===== src/rtl/scm_pkg.sv =====
package scm_pkg;

    localparam int SCM_DATA_W = 12;
    localparam int SCM_EXP_W  = 4;
    localparam int SCM_REM_W  = 11;
    localparam int SCM_PROD_W = 28;

    typedef enum logic {
        ST_EMPTY = 1'b0,
        ST_FULL  = 1'b1
    } scm_state_e;

endpackage


===== src/rtl/scm_shift_path.sv =====
// Power-of-two branch: logarithmic left shifter on the sign-extended sample.
module scm_shift_path #(
    parameter int DATA_W = 12,
    parameter int EXP_W  = 4,
    parameter int PROD_W = 28
) (
    input  logic [DATA_W-1:0] sample,
    input  logic [EXP_W-1:0]  shamt,
    output logic [PROD_W-1:0] shifted
);
    localparam int EXT_W = PROD_W - DATA_W;

    logic [PROD_W-1:0] stage [0:EXP_W];

    assign stage[0] = {{EXT_W{sample[DATA_W-1]}}, sample};

    genvar gi;
    generate
        for (gi = 0; gi < EXP_W; gi++) begin : g_stage
            assign stage[gi+1] = shamt[gi] ? (stage[gi] << (1 << gi)) : stage[gi];
        end
    endgenerate

    assign shifted = stage[EXP_W];

    // the bits below the shift amount must be cleared
    always_comb begin
        low_bits_clear_chk : assert (((shifted & ((PROD_W'(1) << shamt) - PROD_W'(1))) == '0) || $isunknown(shamt));
    end
endmodule


===== src/rtl/scm_rem_mult.sv =====
// Remainder branch: narrow signed-by-unsigned multiply.
module scm_rem_mult #(
    parameter int DATA_W = 12,
    parameter int REM_W  = 11
) (
    input  logic [DATA_W-1:0]        sample,
    input  logic [REM_W-1:0]         rem,
    output logic [DATA_W+REM_W:0]    partial
);
    localparam int MUL_W = DATA_W + REM_W + 1;

    logic [MUL_W-1:0] sx;
    logic [MUL_W-1:0] mx;

    assign sx      = {{(MUL_W-DATA_W){sample[DATA_W-1]}}, sample};
    assign mx      = {{(MUL_W-REM_W){1'b0}}, rem};
    assign partial = sx * mx;
endmodule


===== src/rtl/scm_sum_sign.sv =====
// Joins both branches, then applies the sign and zero flags.
module scm_sum_sign #(
    parameter int MUL_W  = 24,
    parameter int PROD_W = 28
) (
    input  logic [PROD_W-1:0] shifted,
    input  logic [MUL_W-1:0]  partial,
    input  logic              neg,
    input  logic              zero,
    output logic [PROD_W-1:0] result
);
    logic [PROD_W-1:0] magnitude_sum;

    always_comb begin
        magnitude_sum = shifted + {{(PROD_W-MUL_W){partial[MUL_W-1]}}, partial};
        if (zero) begin
            result = '0;
        end else if (neg) begin
            result = '0 - magnitude_sum;
        end else begin
            result = magnitude_sum;
        end
    end
endmodule


===== src/rtl/seg_coef_mul.sv =====
module seg_coef_mul
    import scm_pkg::*;
#(
    parameter int DATA_W = SCM_DATA_W,
    parameter int EXP_W  = SCM_EXP_W,
    parameter int REM_W  = SCM_REM_W,
    parameter int PROD_W = SCM_PROD_W
) (
    input  logic              clk,
    input  logic              rst_n,
    input  logic              in_valid,
    input  logic [DATA_W-1:0] sample,
    input  logic [EXP_W-1:0]  coef_exp,
    input  logic [REM_W-1:0]  coef_rem,
    input  logic              coef_neg,
    input  logic              coef_zero,
    output logic              out_valid,
    output logic [PROD_W-1:0] product
);
    localparam int MUL_W = DATA_W + REM_W + 1;
    localparam int MAG_W = (1 << EXP_W) + 1;

    scm_state_e        state_q;
    scm_state_e        state_d;
    logic [PROD_W-1:0] shifted;
    logic [MUL_W-1:0]  partial;
    logic [PROD_W-1:0] result;

    scm_shift_path #(.DATA_W(DATA_W), .EXP_W(EXP_W), .PROD_W(PROD_W)) u_shift (
        .sample  (sample),
        .shamt   (coef_exp),
        .shifted (shifted)
    );

    scm_rem_mult #(.DATA_W(DATA_W), .REM_W(REM_W)) u_mult (
        .sample  (sample),
        .rem     (coef_rem),
        .partial (partial)
    );

    scm_sum_sign #(.MUL_W(MUL_W), .PROD_W(PROD_W)) u_sum (
        .shifted (shifted),
        .partial (partial),
        .neg     (coef_neg),
        .zero    (coef_zero),
        .result  (result)
    );

    // Next-state selection: LOAD and DRAIN
    always_comb begin
        state_d = state_q;
        unique case (state_q)
            ST_EMPTY: state_d = in_valid ? ST_FULL : ST_EMPTY;
            ST_FULL:  state_d = in_valid ? ST_FULL : ST_EMPTY;
            default:  state_d = ST_EMPTY;
        endcase
    end

    // State register
    always_ff @(posedge clk or negedge rst_n) begin
        if (!rst_n) begin
            state_q <= ST_EMPTY;
        end else begin
            state_q <= state_d;
        end
    end

    // Output process: result register and valid flag
    always_ff @(posedge clk or negedge rst_n) begin
        if (!rst_n) begin
            product <= '0;
        end else if (in_valid) begin
            product <= result;
        end
    end

    assign out_valid = (state_q == ST_FULL);

    // Reference model for the checks: a single full-width multiply by the whole magnitude.
    logic [MAG_W-1:0]  chk_mag;
    logic [PROD_W-1:0] chk_sx;
    logic [PROD_W-1:0] chk_full;
    logic [PROD_W-1:0] chk_ref;

    always_comb begin
        chk_mag  = (MAG_W'(1) << coef_exp) + MAG_W'(coef_rem);
        chk_sx   = {{(PROD_W-DATA_W){sample[DATA_W-1]}}, sample};
        chk_full = chk_sx * {{(PROD_W-MAG_W){1'b0}}, chk_mag};
        chk_ref  = coef_zero ? '0 : (coef_neg ? ('0 - chk_full) : chk_full);
    end


    exact_product_chk : assert property (@(posedge clk) disable iff (!rst_n)
        in_valid |=> (out_valid && product == $past(chk_ref)));


    sign_rule_chk : assert property (@(posedge clk) disable iff (!rst_n)
        (in_valid && !coef_zero && sample != '0) |=>
            (product[PROD_W-1] == ($past(sample[DATA_W-1]) ^ $past(coef_neg))));


    zero_force_chk : assert property (@(posedge clk) disable iff (!rst_n)
        (in_valid && coef_zero) |=> (product == '0));


    hold_idle_chk : assert property (@(posedge clk) disable iff (!rst_n)
        !in_valid |=> (!out_valid && $stable(product)));
endmodule


===== config.mk =====
export PLATFORM = sky130hd
export DESIGN_NAME = seg_coef_mul
export DESIGN_NICKNAME = d
export VERILOG_FILES = /design/src/rtl/scm_pkg.sv /design/src/rtl/scm_shift_path.sv /design/src/rtl/scm_rem_mult.sv /design/src/rtl/scm_sum_sign.sv /design/src/rtl/seg_coef_mul.sv
export SDC_FILE = /design/constraint.sdc
export NUM_CORES = 1
export LEC_CHECK = 0
export CAP_MARGIN = 30
export CORE_ASPECT_RATIO = 0.9
export CORE_MARGIN = 5
export CORE_UTILIZATION = 35
export DETAILED_ROUTE_END_ITERATION = 7
export MAX_ROUTING_LAYER = met4
export SYNTH_ARGS = -nofsm -noshare
export SYNTH_HDL_FRONTEND = slang
export SYNTH_SLANG_ARGS = --single-unit

===== constraint.sdc =====
create_clock -name clk -period 1.4 [get_ports clk]
set_input_delay 0.28 -clock clk [delete_from_list [all_inputs] [get_ports clk]]
set_output_delay 0.28 -clock clk [all_outputs]
set_load 0.02 [all_outputs]

==> results.toml, run 1 <==
[sta]
finalClockSkew_ns = 0
slew_headroom = 0.708
setup-violations-final = 28
worstMarginPinSlew_ns = 0.435
min_period_over_period = 4.32
finalHoldViolations = 0
final_hold_slack_ns = 0.371
unrepaired_setup_endpoints_after_global_routing = "yes"
finalWorstPathRequiredPeriod_ns = 6.04
fmax_ghz = 0.166
worst_slack_ns = -4.64
timing.final.max_slew_violations = 0

[detailed_routing]
average_detailed_routed_wire_length_per_instance_um = 16.5
routed_via_density = 4.95
wl_um = 28800
antenna_violation_net_count_after_detailed_routing = 0
detail_route.first_pass.iterations = 5
post-route-drc-count = 0
first_iter_violations = 399
route.vias.total = 8648

[setup_path]
arrival_ns = 6.25
r2r.worst_path.cells = 3
worstPathMaxFanout = 7
setup_slack_of_the_most_critical_reg_to_reg_path_ns = 0.50
worst_path_dominant_cell_family = "adder cells"
cell_with_the_largest_stage_delay_on_the_worst_path = "sky130_fd_sc_hd__or4_4"
critical-path-max-stage-delay_ns = 0.63
type_of_element_launching_the_critical_path = "primary input"
setup.worst_path.end_class = "flip-flop"
crit_cells = 25
cp_common_cell = "sky130_fd_sc_hd__fa_1"
worst-setup-path-type = "primary input to flip-flop"
worst-path-buf-inv = 7
crit_required_ns = 1.61

[clock_network]
tritoncts.num_buffers = 5
clk_latency_ns = 0.27
cts_sinks = 29
clkSlewWorstSetupHoldPaths_ns = 0.05
cts_hold_buf = 0
clk_root_buffer_cell = "sky130_fd_sc_hd__clkbuf_16"
cts_buffer_depth = 2
h_tree_lvl_count = 2
tritoncts_clock_tree = "done"

[floorplan]
chipHeight_um = 165
fp-row-count = 56
i_o_pin_count = 61
core_area_mm2 = 0.0262
die_w_um = 182
fp.dieArea_mm2 = 0.0302
initial_core_util = 0.358

[final_layout]
finish.instance_area_mm2 = 0.0146
most_common_library_cell_in_the_layout_ignoring_fill_and_taps = "sky130_fd_sc_hd__buf_4"
final_net_count = 1661
layout-area-overhead-vs-synth_pct = 55.4
drive_above_1_share = 0.426
num_antenna_cells = 0
instances_no_fill = 1748
most_frequent_cells_in_the_layout = "sky130_fd_sc_hd__buf_4 (224), sky130_fd_sc_hd__inv_1 (222), sky130_fd_sc_hd__fa_1 (148), sky130_fd_sc_hd__nand2_1 (75), sky130_fd_sc_hd__and2_1 (73)"

[synthesis]
ys_dominant_reg_cell = "sky130_fd_sc_hd__dfrtp_1"
syn_nets = 1346
netlist_area_mm2 = 0.00937
ys_seq_elements = 29
instance_count_of_the_mapped_netlist = 1084
yosys.cell_types.count = 69
synth-seq-area-share = 0.0774
ys.warnings.count = 0
syn_area_per_cell_um2 = 8.65
asyncSetResetFlopFracSynth = 1.00
synth_enable_flop_cells = 0

[global_routing]
initial_antenna_violation_count = 0
via_count_of_the_first_global_routing_pass = 9327
overall_overflow_remaining_after_global_route = 0
grt_start_max_net_pins = 30
grt_first_pass_wirelength_um = 47100
globalRouteTotalUtil = 0.197

[worst_hold_path]
worst_hold_path_type = "primary input to asynchronous set/reset pin"

[place]
placed_area_mm2 = 0.0124
dpl.hpwl_um = 21800
dpl.cell_count = 1672
pre_cts_ws_ns = -5.54
port_buffers = 60
routabilityCongestion = 0.909

[outcome]
status = "finished, violations left"
violations = "negative setup slack"

[job]
timing.max_cap.violations = 0
## layout make-up
class	count	area, um2
Timing Repair Buffer	363	3220
Clock inverter	1	5.00
Sequential cell	29	726
Tap cell	348	435
Fill cell	2273	11600
Multi-Input combinational cell	753	9090
Inverter	247	936
Clock buffer	7	153
## cells by family after synthesis
family,Yosys count,share of synthesized area
buf+inv,302,0.123
simple gates,287,0.158
fa+ha+maj,230,0.438
compound gates,163,0.126
xor+xnor,43,0.0402
mux,30,0.0370
flops,29,0.0774
## per-layer routing
metal,part of all wire,track usage,vias to the layer above
li1,-,-,4046
met1,0.44,0.255,4352
met2,0.50,0.342,199
met3,0.034,0.0162,51
met4,0.023,0.0409,0
met5,0,-,-
## stage by stage
step	setup TNS, ns	utilization
after floorplan	-96.23	-
after global placement	-123.18	0.472
after detailed placement	-125.02	0.472
after CTS	-98.76	0.536
after global routing	-104.52	0.556
final	-100.23	0.556
## cell usage after synthesis (all sizes together), types with 4 or more instances
cell     count  area [um2]
a211oi       7        62.6
a21boi       4        30.0
a21o        16         120
a21oi       33         176
a22o        18         158
a31oi        5        37.5
and2        84         526
and4         4        35.0
buf          9        48.8
clkbuf      46         173
dfrtp       29         726
fa         164        3280
ha          66         826
inv        247         927
mux2         7        78.8
mux2i       20         200
nand2       92         345
nand2b       4        25.0
nand3        9        50.1
nand4        4        25.0
nor2        38         143
nor2b        6        37.5
nor3        12        60.1
nor4         7        43.8
o211ai       5        37.5
o21ai       26         130
o21bai       6        45.0
o2bb2ai      5        43.8
o31ai       11        82.6
o41ai        4        42.6
or2         10        62.6
or3          4        25.0
or4          4        33.8
xnor2       31         272
xor2        12         105
## repair_timing
action,CTS,global route
gates resized for setup,379,87
cloned,5,0
pin swaps,114,51
setup buffers,54,13
endpoints found under the setup margin,57,28
hold endpoints to repair,0,0
## path summary, 6_finish.rpt
path                                  start     endpoint
max in group asynchronous             rst_n  product[12]
worst min-delay path                  rst_n   product[4]
worst max-delay path              sample[6]  product[25]
worst min register to register   product[0]   product[0]
worst max register to register  product[27]  product[27]
min in group clk                 product[0]   product[0]
## sequential cells by signal, indices dropped and copies added (netlist names)
| name | cells |
|---|---|
| product | 28 |
| out_valid | 1 |
Power of run 1 is left out: the tool's default activity adds up to more than one toggle a clock period on the data nets, which glitch-free logic cannot reach.
==> run 2, diff against run 1 <==
CORE_MARGIN = unset   (was 5)
==> results.toml, run 2 (same netlist as run 1, synthesis figures left out) <==
[outcome]
status = "finished, violations left"
violations = "negative setup slack"

[global_routing]
grt_first_pass_wirelength_um = 45400
via_count_of_the_first_global_routing_pass = 9177
grt_start_max_net_pins = 30
overall_overflow_remaining_after_global_route = 0
initial_antenna_violation_count = 0
globalRouteTotalUtil = 0.212

[clock_network]
cts_sinks = 29
tritoncts_clock_tree = "done"
cts_hold_buf = 0
clk_latency_ns = 0.27
h_tree_lvl_count = 2
clk_root_buffer_cell = "sky130_fd_sc_hd__clkbuf_16"
clkSlewWorstSetupHoldPaths_ns = 0.05
tritoncts.num_buffers = 5
cts_buffer_depth = 2

[sta]
finalClockSkew_ns = 0
timing.final.max_slew_violations = 0
min_period_over_period = 4.35
slew_headroom = 0.693
worst_slack_ns = -4.69
final_hold_slack_ns = 0.369
fmax_ghz = 0.164
worstMarginPinSlew_ns = 0.459
finalWorstPathRequiredPeriod_ns = 6.09
finalHoldViolations = 0
unrepaired_setup_endpoints_after_global_routing = "yes"
setup-violations-final = 28

[floorplan]
die_w_um = 174
i_o_pin_count = 61
core_area_mm2 = 0.0262
fp.dieArea_mm2 = 0.0274
initial_core_util = 0.358
fp-row-count = 56
chipHeight_um = 157

[setup_path]
worst-setup-path-type = "primary input to flip-flop"
crit_required_ns = 1.57
regToRegEndpoint = "product[27]"
setup_slack_of_the_most_critical_reg_to_reg_path_ns = 0.49
arrival_ns = 6.25
worstPathMaxFanout = 6
type_of_element_launching_the_critical_path = "primary input"
rr_startpoint = "product[27]"
r2r.worst_path.cells = 3
setup.worst_path.end_class = "flip-flop"

[final_layout]
most_frequent_cells_in_the_layout = "sky130_fd_sc_hd__inv_1 (232), sky130_fd_sc_hd__buf_4 (224), sky130_fd_sc_hd__fa_1 (151), sky130_fd_sc_hd__nand2_1 (78), sky130_fd_sc_hd__and2_1 (70)"
final_net_count = 1654
drive_above_1_share = 0.402
flip_flop_count_of_the_largest_register_all_copies_and_words_added = 28
registers.top_by_ff_count = "product"
area.sequential_um2 = 726
area_taken_by_multi_input_logic_gates_mm2 = 0.00895
layout-area-overhead-vs-synth_pct = 52.8
n_fill_cell = 2288
num_antenna_cells = 0
most_common_library_cell_in_the_layout_ignoring_fill_and_taps = "sky130_fd_sc_hd__inv_1"

[place]
port_buffers = 60
dpl.hpwl_um = 21600
routabilityCongestion = 0.911

[job]
timing.max_cap.violations = 0

[detailed_routing]
antenna_violation_net_count_after_detailed_routing = 0
post-route-drc-count = 0
detail_route.first_pass.iterations = 4
routed_via_density = 4.93
first_iter_violations = 319
wl_um = 27700
average_detailed_routed_wire_length_per_instance_um = 15.9
route.vias.total = 8587

[worst_hold_path]
worst_hold_path_type = "primary input to asynchronous set/reset pin"
-- run 2: changes by cell type in the layout (fill, tap and decap cells not counted), moves of 4 or more --
cell                            previous run  this run
sky130_fd_sc_hd__buf_6                    65        60
sky130_fd_sc_hd__o31ai_4                   5         9
sky130_fd_sc_hd__dlygate4sd2_1            32        36
sky130_fd_sc_hd__inv_1                   222       232
sky130_fd_sc_hd__ha_1                     34        38
sky130_fd_sc_hd__buf_8                     6         2
sky130_fd_sc_hd__inv_2                    22        12
sky130_fd_sc_hd__ha_4                     31        27
-- run 2: layout make-up --
class	count	share of cell area
clock buffer	6	0.00900
clock inverter	2	0.000699
multi-input combinational	753	0.625
sequential	29	0.0507
inverter	247	0.0653
tap	348	0.0304
timing repair buffer	356	0.219
-- run 2: worst max-delay path by stage --
stage / start / to / slack, ns / cells after the start
6_report: sample[5] / product[24] / -4.69 / 23
5_1_grt: coef_exp[1] / product[24] / -4.89 / 26
4_1_cts: coef_exp[1] / product[25] / -4.59 / 25
3_5_place_dp: coef_exp[1] / product[24] / -5.45 / 25
3_3_place_gp: coef_exp[1] / product[24] / -5.41 / 25
2_1_floorplan: sample[11] / product[25] / -4.66 / 25
-- run 2: repair_timing --
item | 4_1_cts | 5_1_grt
gates resized for setup | 268 | 128
buffers inserted | 41 | 23
gates cloned | 3 | 0
endpoints found under the setup margin | 57 | 28
pin swaps | 87 | 77
-- run 2: critical path: stages --
cell,delay [ns]
sky130_fd_sc_hd__clkdlybuf4s15_2,0.23
sky130_fd_sc_hd__buf_6,0.14
sky130_fd_sc_hd__and2_1,0.15
sky130_fd_sc_hd__fa_1,0.53
sky130_fd_sc_hd__inv_1,0.05
sky130_fd_sc_hd__fa_1,0.53
sky130_fd_sc_hd__inv_1,0.06
sky130_fd_sc_hd__fa_1,0.54
sky130_fd_sc_hd__fa_1,0.51
sky130_fd_sc_hd__inv_1,0.05
sky130_fd_sc_hd__fa_1,0.47
sky130_fd_sc_hd__inv_1,0.06
sky130_fd_sc_hd__ha_4,0.32
sky130_fd_sc_hd__o21ai_0,0.16
sky130_fd_sc_hd__a22oi_2,0.29
sky130_fd_sc_hd__o211a_1,0.20
sky130_fd_sc_hd__a2111oi_2,0.05
sky130_fd_sc_hd__or2_1,0.25
sky130_fd_sc_hd__or4_4,0.54
sky130_fd_sc_hd__buf_6,0.16
sky130_fd_sc_hd__o41ai_4,0.32
sky130_fd_sc_hd__xnor2_1,0.12
sky130_fd_sc_hd__a22o_1,0.20
-- run 2: layer usage --
layer,share of wire,track usage,wire (um),vias to the layer above
met5,0,-,0,-
met4,0.018,0.0344,491,0
met3,0.031,0.0169,855,32
met2,0.51,0.373,14200,156
met1,0.44,0.271,12200,4370
li1,-,-,-,4029
-- run 2: stage by stage --
step	TNS [ns]	utilization	worst slack (ns)	std cells	area (um2)
2_1_floorplan	-96.23	-	-4.66	1084	9930
3_3_place_gp	-123.04	0.471	-5.41	1671	12400
3_5_place_dp	-124.39	0.471	-5.45	1671	12400
4_1_cts	-102.92	0.519	-4.59	1721	13600
5_1_grt	-108.06	0.547	-4.89	1741	14300
6_report	-102.43	0.547	-4.69	1741	14300
Power of run 2 is left out for the same reason.
